--- src/rtl/rf_pkg.sv ---
package rf_pkg;
    typedef enum logic [0:0] {
        ST_IDLE = 1'b0,
        ST_SCAN = 1'b1
    } scan_state_e;
endpackage

--- src/rtl/rf_leaf_table.sv ---
module rf_leaf_table #(
    parameter int LAYERS = 7,
    parameter int DEPTH  = 64,
    localparam int AW    = $clog2(DEPTH)
) (
    input  logic              clk,
    input  logic              we,
    input  logic [AW-1:0]     waddr,
    input  logic [LAYERS-1:0] wdata,
    input  logic [AW-1:0]     raddr,
    output logic [LAYERS-1:0] rdata
);
    logic [LAYERS-1:0] mem [DEPTH];

    always_ff @(posedge clk) begin
        if (we) begin
            mem[waddr] <= wdata;
        end
    end

    assign rdata = mem[raddr];
endmodule

--- src/rtl/rf_hit_bitmap.sv ---
module rf_hit_bitmap #(
    parameter int LAYERS = 7,
    parameter int FW     = 5,
    localparam int LW    = $clog2(LAYERS),
    localparam int MAPW  = 1 << FW
) (
    input  logic               clk,
    input  logic               rst_n,
    input  logic               clr,
    input  logic               we,
    input  logic [LW-1:0]      wlayer,
    input  logic [FW-1:0]      wss,
    input  logic [LAYERS*FW-1:0] probe,
    output logic               all_hit
);
    logic [LAYERS-1:0] layer_hit;

    for (genvar g = 0; g < LAYERS; g++) begin : g_layer
        logic [MAPW-1:0] map_q;

        always_ff @(posedge clk or negedge rst_n) begin
            if (!rst_n) begin
                map_q <= '0;
            end else if (clr) begin
                map_q <= '0;
            end else if (we && (wlayer == LW'(g))) begin
                map_q[wss] <= 1'b1;
            end
        end

        assign layer_hit[g] = map_q[probe[g*FW +: FW]];

        // a clear leaves the layer empty
        a_r1_clear_empties: assert property (@(posedge clk) disable iff (!rst_n)
            clr |=> (map_q == '0));

        // a written hit is present after the edge
        a_r1_write_sets: assert property (@(posedge clk) disable iff (!rst_n)
            (we && !clr && (wlayer == LW'(g))) |=> map_q[$past(wss)]);
    end

    assign all_hit = &layer_hit;
endmodule

--- src/rtl/rf_scan_ctrl.sv ---
module rf_scan_ctrl
    import rf_pkg::*;
#(
    parameter int LAYERS     = 7,
    parameter int CW         = 4,
    parameter int AW         = 6,
    parameter int CNT_W      = 5,
    parameter int ID_W       = 8,
    parameter int MAX_LEAVES = 16,
    localparam int FW        = CW + 1,
    localparam int IDX_W     = $clog2(MAX_LEAVES)
) (
    input  logic                 clk,
    input  logic                 rst_n,
    input  logic                 in_valid,
    output logic                 in_ready,
    input  logic [ID_W-1:0]      in_id,
    input  logic [LAYERS*CW-1:0] in_coarse,
    input  logic [AW-1:0]        in_start,
    input  logic [CNT_W-1:0]     in_count,
    output logic [AW-1:0]        leaf_raddr,
    input  logic [LAYERS-1:0]    leaf_bits,
    output logic [LAYERS*FW-1:0] probe,
    input  logic                 leaf_hit,
    output logic                 out_valid,
    output logic [ID_W-1:0]      out_id,
    output logic [IDX_W-1:0]     out_idx
);
    scan_state_e state_q, state_d;

    logic [CNT_W-1:0]     cnt_eff;
    logic [CNT_W-1:0]     cnt_q;
    logic [CNT_W-1:0]     k_q;
    logic [AW-1:0]        start_q;
    logic [ID_W-1:0]      id_q;
    logic [LAYERS*CW-1:0] coarse_q;
    logic                 last_leaf;

    assign cnt_eff   = (in_count > CNT_W'(MAX_LEAVES)) ? CNT_W'(MAX_LEAVES) : in_count;
    assign last_leaf = ((k_q + CNT_W'(1)) == cnt_q);
    assign in_ready  = (state_q == ST_IDLE);
    assign leaf_raddr = start_q + AW'(k_q);

    for (genvar g = 0; g < LAYERS; g++) begin : g_probe
        assign probe[g*FW +: FW] = {coarse_q[g*CW +: CW], leaf_bits[g]};
    end

    always_comb begin
        state_d = state_q;
        unique case (state_q)
            ST_IDLE: if (in_valid && (in_count != '0)) state_d = ST_SCAN;
            ST_SCAN: if (leaf_hit || last_leaf)        state_d = ST_IDLE;
            default:                                   state_d = ST_IDLE;
        endcase
    end

    always_ff @(posedge clk or negedge rst_n) begin
        if (!rst_n) state_q <= ST_IDLE;
        else        state_q <= state_d;
    end

    always_ff @(posedge clk or negedge rst_n) begin
        if (!rst_n) begin
            out_valid <= 1'b0;
            out_id    <= '0;
            out_idx   <= '0;
            cnt_q     <= '0;
            k_q       <= '0;
            start_q   <= '0;
            id_q      <= '0;
            coarse_q  <= '0;
        end else begin
            out_valid <= 1'b0;
            unique case (state_q)
                ST_IDLE: begin
                    if (in_valid) begin
                        start_q  <= in_start;
                        cnt_q    <= cnt_eff;
                        id_q     <= in_id;
                        coarse_q <= in_coarse;
                        k_q      <= '0;
                    end
                end
                ST_SCAN: begin
                    if (leaf_hit) begin
                        out_valid <= 1'b1;
                        out_id    <= id_q;
                        out_idx   <= k_q[IDX_W-1:0];
                    end else begin
                        k_q <= k_q + CNT_W'(1);
                    end
                end
                default: ;
            endcase
        end
    end

    // the scan position never reaches the limited count
    a_r6_scan_within_limit: assert property (@(posedge clk) disable iff (!rst_n)
        (state_q == ST_SCAN) |-> ((k_q < cnt_q) && (cnt_q <= CNT_W'(MAX_LEAVES))));

    // a surviving road is a single-cycle pulse
    a_r8_single_pulse: assert property (@(posedge clk) disable iff (!rst_n)
        out_valid |=> !out_valid);

    // a zero-count road leaves the controller ready
    a_r5_zero_count_dropped: assert property (@(posedge clk) disable iff (!rst_n)
        (in_ready && in_valid && (in_count == '0)) |=> (in_ready && !out_valid));

    // a matching leaf ends the scan and emits the road
    a_r4_first_match_stops: assert property (@(posedge clk) disable iff (!rst_n)
        ((state_q == ST_SCAN) && leaf_hit) |=> (in_ready && out_valid));

    // the last unmatched leaf ends the scan silently
    a_r7_miss_drops: assert property (@(posedge clk) disable iff (!rst_n)
        ((state_q == ST_SCAN) && !leaf_hit && last_leaf) |=> (in_ready && !out_valid));
endmodule

--- src/rtl/subpattern_road_filter.sv ---
module subpattern_road_filter #(
    parameter int LAYERS     = 7,
    parameter int CW         = 4,
    parameter int LEAF_DEPTH = 64,
    parameter int CNT_W      = 5,
    parameter int ID_W       = 8,
    parameter int MAX_LEAVES = 16,
    localparam int FW        = CW + 1,
    localparam int AW        = $clog2(LEAF_DEPTH),
    localparam int LW        = $clog2(LAYERS),
    localparam int IDX_W     = $clog2(MAX_LEAVES)
) (
    input  logic                 clk,
    input  logic                 rst_n,
    input  logic                 hit_clr,
    input  logic                 hit_we,
    input  logic [LW-1:0]        hit_layer,
    input  logic [FW-1:0]        hit_ss,
    input  logic                 leaf_we,
    input  logic [AW-1:0]        leaf_waddr,
    input  logic [LAYERS-1:0]    leaf_wdata,
    input  logic                 in_valid,
    output logic                 in_ready,
    input  logic [ID_W-1:0]      in_id,
    input  logic [LAYERS*CW-1:0] in_coarse,
    input  logic [AW-1:0]        in_start,
    input  logic [CNT_W-1:0]     in_count,
    output logic                 out_valid,
    output logic [ID_W-1:0]      out_id,
    output logic [IDX_W-1:0]     out_idx
);
    logic [AW-1:0]        leaf_raddr;
    logic [LAYERS-1:0]    leaf_bits;
    logic [LAYERS*FW-1:0] probe;
    logic                 leaf_hit;

    rf_leaf_table #(.LAYERS(LAYERS), .DEPTH(LEAF_DEPTH)) u_leaves (
        .clk   (clk),
        .we    (leaf_we),
        .waddr (leaf_waddr),
        .wdata (leaf_wdata),
        .raddr (leaf_raddr),
        .rdata (leaf_bits)
    );

    rf_hit_bitmap #(.LAYERS(LAYERS), .FW(FW)) u_hits (
        .clk     (clk),
        .rst_n   (rst_n),
        .clr     (hit_clr),
        .we      (hit_we),
        .wlayer  (hit_layer),
        .wss     (hit_ss),
        .probe   (probe),
        .all_hit (leaf_hit)
    );

    rf_scan_ctrl #(
        .LAYERS(LAYERS), .CW(CW), .AW(AW), .CNT_W(CNT_W),
        .ID_W(ID_W), .MAX_LEAVES(MAX_LEAVES)
    ) u_ctrl (
        .clk        (clk),
        .rst_n      (rst_n),
        .in_valid   (in_valid),
        .in_ready   (in_ready),
        .in_id      (in_id),
        .in_coarse  (in_coarse),
        .in_start   (in_start),
        .in_count   (in_count),
        .leaf_raddr (leaf_raddr),
        .leaf_bits  (leaf_bits),
        .probe      (probe),
        .leaf_hit   (leaf_hit),
        .out_valid  (out_valid),
        .out_id     (out_id),
        .out_idx    (out_idx)
    );

    // tables are not rewritten while a road is being scanned
    a_r2_no_load_while_busy: assert property (@(posedge clk) disable iff (!rst_n)
        !in_ready |-> (!hit_we && !hit_clr && !leaf_we));

    // only existing layers are addressed
    a_r1_layer_in_range: assert property (@(posedge clk) disable iff (!rst_n)
        hit_we |-> (int'(hit_layer) < LAYERS));
endmodule

--- config.mk ---
export PLATFORM = sky130hd
export DESIGN_NAME = subpattern_road_filter
export DESIGN_NICKNAME = d
export VERILOG_FILES = /design/src/rtl/rf_pkg.sv /design/src/rtl/rf_leaf_table.sv /design/src/rtl/rf_hit_bitmap.sv /design/src/rtl/rf_scan_ctrl.sv /design/src/rtl/subpattern_road_filter.sv
export SDC_FILE = /design/constraint.sdc
export NUM_CORES = 1
export LEC_CHECK = 0
export ABC_AREA = 1
export BUFFER_PORTS_ARGS = -buffer_cell sky130_fd_sc_hd__buf_2
export CORE_AREA = 2 2 332 334
export CTS_CLUSTER_SIZE = 20
export DETAILED_ROUTE_END_ITERATION = 7
export DIE_AREA = 0 0 334 336
export GPL_ROUTABILITY_DRIVEN = 0
export PLACE_DENSITY = 0.5
export SYNTH_ARGS = -nofsm -noshare
export SYNTH_HDL_FRONTEND = slang
export SYNTH_SLANG_ARGS = --single-unit
--- constraint.sdc ---
create_clock -name clk -period 5 [get_ports clk]
set_input_delay 0.25 -clock clk [delete_from_list [all_inputs] [get_ports clk]]
set_output_delay 0.25 -clock clk [all_outputs]
set_load 0.03 [all_outputs]
== Word-level counts from Yosys, hierarchy flattened ==
Memories as Yosys holds them, arrays and structs flattened.
Index checks and enable logic that the tools add are counted.

* Flip-flop bits (word level): 290
* RAM bits: 448
* Input bits: 74
* Output and inout bits: 14
* Memories kept: 1

{| class="wikitable"
|+ Memories
! name !! depth !! width !! read ports !! clocked after Yosys merged registers in !! wr ports !! line !! RTL
|-
| u_leaves.mem || 64 || 7 || 1 || 0 || 1 || rf_leaf_table.sv:13 || <nowiki>logic [LAYERS-1:0] mem [DEPTH];</nowiki>
|}

* Add/subtract/negate cells: 2
* $lt $le $gt $ge: 10
* Eq/ne operators: 9
* Muxes and demuxes: 41
* Bitwise operators: 8
* Reduce and logical (&&, ||, !) cells: 23

{| class="wikitable"
|+ Operators by type and width
! kind !! count
|-
| two-way mux 32 bit || 14
|-
| OR 32 bit || 7
|-
| < comparator 5 x 6 -> 1 bit (second input constant) || 8
|-
| binary-select mux 1 bit (select 5 bit) || 7
|-
| two-way mux 5 bit || 3
|-
| two-way mux 1 bit || 14
|-
| nonzero test 2 bit || 7
|-
| case mux 5 bit (2 select lines) || 1
|-
| == test 3 bit (second input constant) || 3
|-
| logical AND 1 bit || 9
|-
| AND reduction 8 bit || 1
|-
| AND reduction 7 bit || 1
|-
| adder 6 x 5 -> 6 bit || 1
|-
| == test 3 x 2 -> 1 bit (second input constant) || 2
|-
| adder 5 x 1 -> 5 bit (second input constant) || 1
|-
| demux 1 bit (select 5 bit) || 1
|-
| == test 5 bit || 1
|-
| >= comparator 5 x 1 -> 1 bit (second input constant) || 1
|-
| greater-than comparator 5 bit (second input constant) || 1
|-
| nonzero test 5 bit || 1
|-
| != test 2 bit (second input constant) || 2
|-
| AND reduction 2 bit || 2
|-
| == test 3 x 1 -> 1 bit (second input constant) || 1
|-
| logical NOT 3 bit || 1
|-
| 3 further kinds || 3
|}

== Longest topological paths before layout ==
An unclocked memory read counts as a cell.

* Depth in word-level cells: 8
* Depth in mapped cells: 28

== Modules after synthesis ==
A second synthesis with hierarchy kept.

* Cell total of the unflattened synthesis: 3,293
* Area total of the unflattened synthesis: 32,032.0 um^2

{| class="wikitable"
|+ Modules (own cells, without submodules)
! module !! instances !! cells each !! area an instance (um^2) !! seq. area each (um^2)
|-
| rf_leaf_table || 1 || 1,583 || 18,405.2 || 13,452.9
|-
| rf_hit_bitmap || 1 || 1,370 || 10,734.0 || 5,605.4
|-
| rf_scan_ctrl || 1 || 340 || 2,892.8 || 1,651.6
|}

== Worst setup path after synthesis ==
Ideal clock, no wire load.

* Kind: register to register
* Start: register u_ctrl.k_q[0]
* End: register u_ctrl.out_id[0]
* Arrival time: 3.337 ns
* Path slack: 1.545 ns
* Stages on the path, launching flop included: 24
* Buffers on the path: 4
* Path through: dfrtp_1 ha_1 inv_1 fa_1 buf_1 buf_2 nand3_1 nand3_1 nand3_1 nand3_1 nand3_2 nand2_2 buf_6 nand2_1 nand3_1 nand3_1 nand3_1 nand3_1 nand2_1 and3_1 nand2_2 buf_6 nand2_1 nand2_1

* Longest elaborated chain between the ends: 5
* Elaborated cells on any way between the ends: 17

{| class="wikitable"
|+ Ends and longest elaborated chain
! item !! line !! RTL
|-
| from (decl) || rf_scan_ctrl.sv:33 || <nowiki>logic [CNT_W-1:0] k_q;</nowiki>
|-
| from (signal assigned) || rf_scan_ctrl.sv:90 || <nowiki>k_q <= k_q + CNT_W'(1);</nowiki>
|-
| adder 6 x 5 -> 6 bit * || rf_scan_ctrl.sv:42 || <nowiki>assign leaf_raddr = start_q + AW'(k_q);</nowiki>
|-
| memory read (64 x 7 bit) * || -- ||
|-
| binary-select mux 1 bit (select 5 bit) || rf_hit_bitmap.sv:31 || <nowiki>assign layer_hit[g] = map_q[probe[g*FW +: FW]];</nowiki>
|-
| two-way mux 1 bit (not written as such) || rf_hit_bitmap.sv:31 ||
|-
| AND reduction 8 bit (no source line) * || -- ||
|-
| to (signal assigned) || rf_scan_ctrl.sv:87 || <nowiki>out_id <= id_q;</nowiki>
|-
| to (decl) || rf_scan_ctrl.sv:26 || <nowiki>output logic [ID_W-1:0] out_id,</nowiki>
|}

Mark *: on every way between the ends. The rest lies on a longest branch, timed or not. The select of a mux whose other input is x is not followed.
A chain may end at the register's enable or synchronous reset.

== Final worst setup path ==
* Start: register u_ctrl.start_q[0]
* End: register u_ctrl.out_idx[0]

* Longest elaborated chain between the ends: 5
* Elaborated cells on any way between the ends: 17

{| class="wikitable"
|+ Ends and longest elaborated chain
! item !! line !! RTL
|-
| from (decl) || rf_scan_ctrl.sv:34 || <nowiki>logic [AW-1:0] start_q;</nowiki>
|-
| from (signal assigned) || rf_scan_ctrl.sv:77 || <nowiki>start_q <= in_start;</nowiki>
|-
| adder 6 x 5 -> 6 bit * || rf_scan_ctrl.sv:42 ||
|-
| memory read (64 x 7 bit) * || -- ||
|-
| binary-select mux 1 bit (select 5 bit) || rf_hit_bitmap.sv:31 ||
|-
| two-way mux 1 bit (not written as such) || rf_hit_bitmap.sv:31 ||
|-
| AND reduction 8 bit (no source line) * || -- ||
|-
| to (signal assigned) || rf_scan_ctrl.sv:88 || <nowiki>out_idx <= k_q[IDX_W-1:0];</nowiki>
|-
| to (decl) || rf_scan_ctrl.sv:27 || <nowiki>output logic [IDX_W-1:0] out_idx</nowiki>
|}

Marked as above.

==> results.yml <==
placement:
  port_buffers: 87
  dp_hpwl_mm: 60.9
timing:
  rsz0062_at_grt: "no"
  finalCritPeriodShare: 0.932
  timing.fmax_mhz: 215
  tightest_slew_ns: 1.30
  period_needed_ns: 4.66
  finalSetupViolations: 0
  drv_slew: 0
  tns_ns: 0
  skew_ns: 0.0221
  slew_headroom: 0.130
  hold_viol_final: 0
clocking:
  clock_latency_ns: 0.66
  cts_tree: "built"
  cts_buffers: 81
  htreeDepth: 3
  clk_pin_slew_ns: 0.06
  clockBufferDepth: 3
  clock_sinks: 738
  cts_root_buf: "clkbuf_16"
cells_and_area:
  fill_cells: 11100
  diodes: 0
  final_nets: 3609
  fin_util: 0.351
  layout_commonest_cell: "nand2_1"
  area_growth_pct: 17.2
  final_cell_mix: "903 x nand2_1, 602 x nand3_1, 448 x edfxtp_1"
  drive_gt1_frac: 0.104
detailed_routing:
  via_count: 24400
  drc: 0
  wl_per_cell_um: 19.7
  wirelength_mm: 98.5
  firstDrtPassIters: 6
  via_per_inst: 4.87
  drtAntennaViolNets: 0
  drt_iter0_markers: 2373
pwr:
  power_leakage_nw: 15.6
  vdd_ir_drop_max_uv: 662
  power_density_nw_per_um2: 759
logic_synthesis:
  synth-seq-area-share: 0.638
  synth_area_leaders: "edfxtp_1 41%, dfrtp_1 22%, nand2_1 10%"
  syn_area_per_cell_um2: 9.60
  syn_inst: 3383
  netlist_area_um2: 32500
  ys_seq_elements: 738
  ys_warn_count: 0
  async_flop_share: 0.393
  syn-num-nets: 3464
  ys.flop_type: "edfxtp_1"
  ys_types: 39
  synth_edf_count: 448
  yosys.area.top_type: "edfxtp_1"
  synth_top_area_frac: 0.414
die:
  start_util: 0.300
  die_height_um: 336
  die_w_um: 334
  die_area_um2: 112000
  design.core.area_um2: 108000
  boundaryPins: 88
  row_count: 121
critical_path:
  worstPathCellList: "ha_4 > inv_1 > fa_4 > inv_4 > buf_12 > buf_4 > o21ai_0 > o21ai_1 > nand2_1 > nand3_1 > nand3_1 > nand3_2 > nand2_2 > nand2_1 > nand3_1 > nand3_1 > nand3_1 > nand3_1 > nand2_1 > nor2_1 > and3_1 > nand2_2 > nand2_1 > nand2_1"
  critPathSlowestCell: "fa_4"
  cp_max_fo: 22
  required_ns: 5.54
  max_stage_delay_ns: 0.69
  critPathMostFrequentCell: "nand3_1"
  path_class: "register to register"
  start_kind: "register"
  endpoint_kind: "register"
  cp.arrival_ns: 5.20
status:
  outcome: "complete, no violations"
job:
  drv_cap: 0
global_route:
  grt_pass1_vias: 24000
  grt_overflow: 0
  antenna_found_initial: 1
  grt_use_total: 0.175
  grt_pass1_wl_mm: 151
  grt_max_degree: 134
worst_hold_path:
  worstHoldPathType: "input pin to register"
[final cells by class]
cell class,instances,area [um^2],area share
clock buffers,109,2240,0.0589
multi-input cells,2251,10100,0.265
well taps,1414,1770,0.0465
clock inverters,40,453,0.0119
inverters,209,797,0.0209
repair buffers,247,1990,0.0523
flip-flops and latches,738,20700,0.544
[through the flow]
step | area, um^2 | total power [mW] | std cells | setup WS (ns) | hold WS [ns]
after floorplan | 32500 | 17.5 | 3383 | 1.55 | -0.0456
after global placement | 34900 | 22.9 | 4809 | 0.297 | 0.421
after detailed placement | 34900 | 22.9 | 4809 | 0.312 | 0.408
after CTS | 38100 | 29.1 | 5008 | 0.275 | 0.0913
after global routing | 38100 | 30.9 | 5008 | 0.000826 | 0.121
final | 38100 | 28.9 | 5008 | 0.339 | 0.117
[critical path, delay by kind of cell, from the launching register on]
kind	cells	cell delay [ns]
flops	1	0.41
simple gates	16	2.20
buf+inv	4	0.72
compound gates	2	0.31
fa+ha+maj	2	0.87
[final timing paths]
kind | start | endpoint | slack (ns) | cells past startpoint
max in group asynchronous | rst_n | u_ctrl.id_q[4] | 3.46 | 3
min in group asynchronous | rst_n | u_hits.g_layer[5].map_q[12] | 0.25 | 2
worst max-delay path | u_ctrl.start_q[0] | u_ctrl.out_idx[0] | 0.34 | 24
worst min-delay path | hit_clr | u_hits.g_layer[1].map_q[30] | 0.12 | 2
worst max register to register | u_ctrl.start_q[0] | u_ctrl.out_idx[0] | 0.34 | 24
worst min register to register | u_ctrl.out_id[0] | u_ctrl.out_id[0] | 0.47 | 2
[cells by family after synthesis]
group / Yosys count / synth area share
compound gates: 328 / 0.0514
simple gates: 1907 / 0.250
fa+ha+maj: 7 / 0.00293
flops: 738 / 0.638
buf+inv: 394 / 0.0548
xor+xnor: 9 / 0.00266
[sequential cells by signal, indices dropped and copies added, names as in the netlist]
signal / count
u_leaves.mem: 448
u_hits.g_layer.map_q: 224
u_ctrl.coarse_q: 28
u_ctrl.id_q: 8
u_ctrl.out_id: 8
u_ctrl.start_q: 6
u_ctrl.cnt_q: 5
u_ctrl.k_q: 5
u_ctrl.out_idx: 4
u_ctrl.out_valid: 1
u_ctrl.state_q: 1
[metal layers]
layer  vias to the layer above  global-route usage  part of all wire
met5                         -                   0                 0
met4                         0              0.0446             0.022
met3                       128              0.0246             0.054
met2                       709               0.282              0.46
met1                     11900               0.248              0.46
li1                      11600                   -                 -
[synth_stat cells, types with 2 or more instances]
cell      count
nand2_1     903
nand3_1     602
edfxtp_1    448
nor2_1      350
dfrtp_1     290
a21oi_1     227
inv_1       197
buf_2        71
clkbuf_1     70
o21ai_0      57
o21ai_1      35
buf_4        23
buf_6        16
nand3_2      16
nand4_1      12
nor4_1        8
clkinv_1      7
nand2_2       7
ha_1          6
buf_1         5
nand2_4       4
xnor2_1       4
xor2_1        4
inv_2         3
inv_4         2
o211ai_1      2
o22ai_1       2
[timing repair]
item | in CTS | in global routing
resized for setup | 0 | 1
buffers inserted | 0 | 0
hold buffers | 50 | 0
endpoints found under the hold margin | 159 | 0
setup endpoints to repair | 0 | 18
[where the power goes]
group	total [mW]	leakage (nW)	internal, mW	switching (mW)
clock network	6.11	1.33	3.54	2.57
logic	15.8	6.29	4.83	11.0
registers	6.99	8.00	6.73	0.264
total	28.9	15.6	15.1	13.8
(Power assumes the default switching activity.)
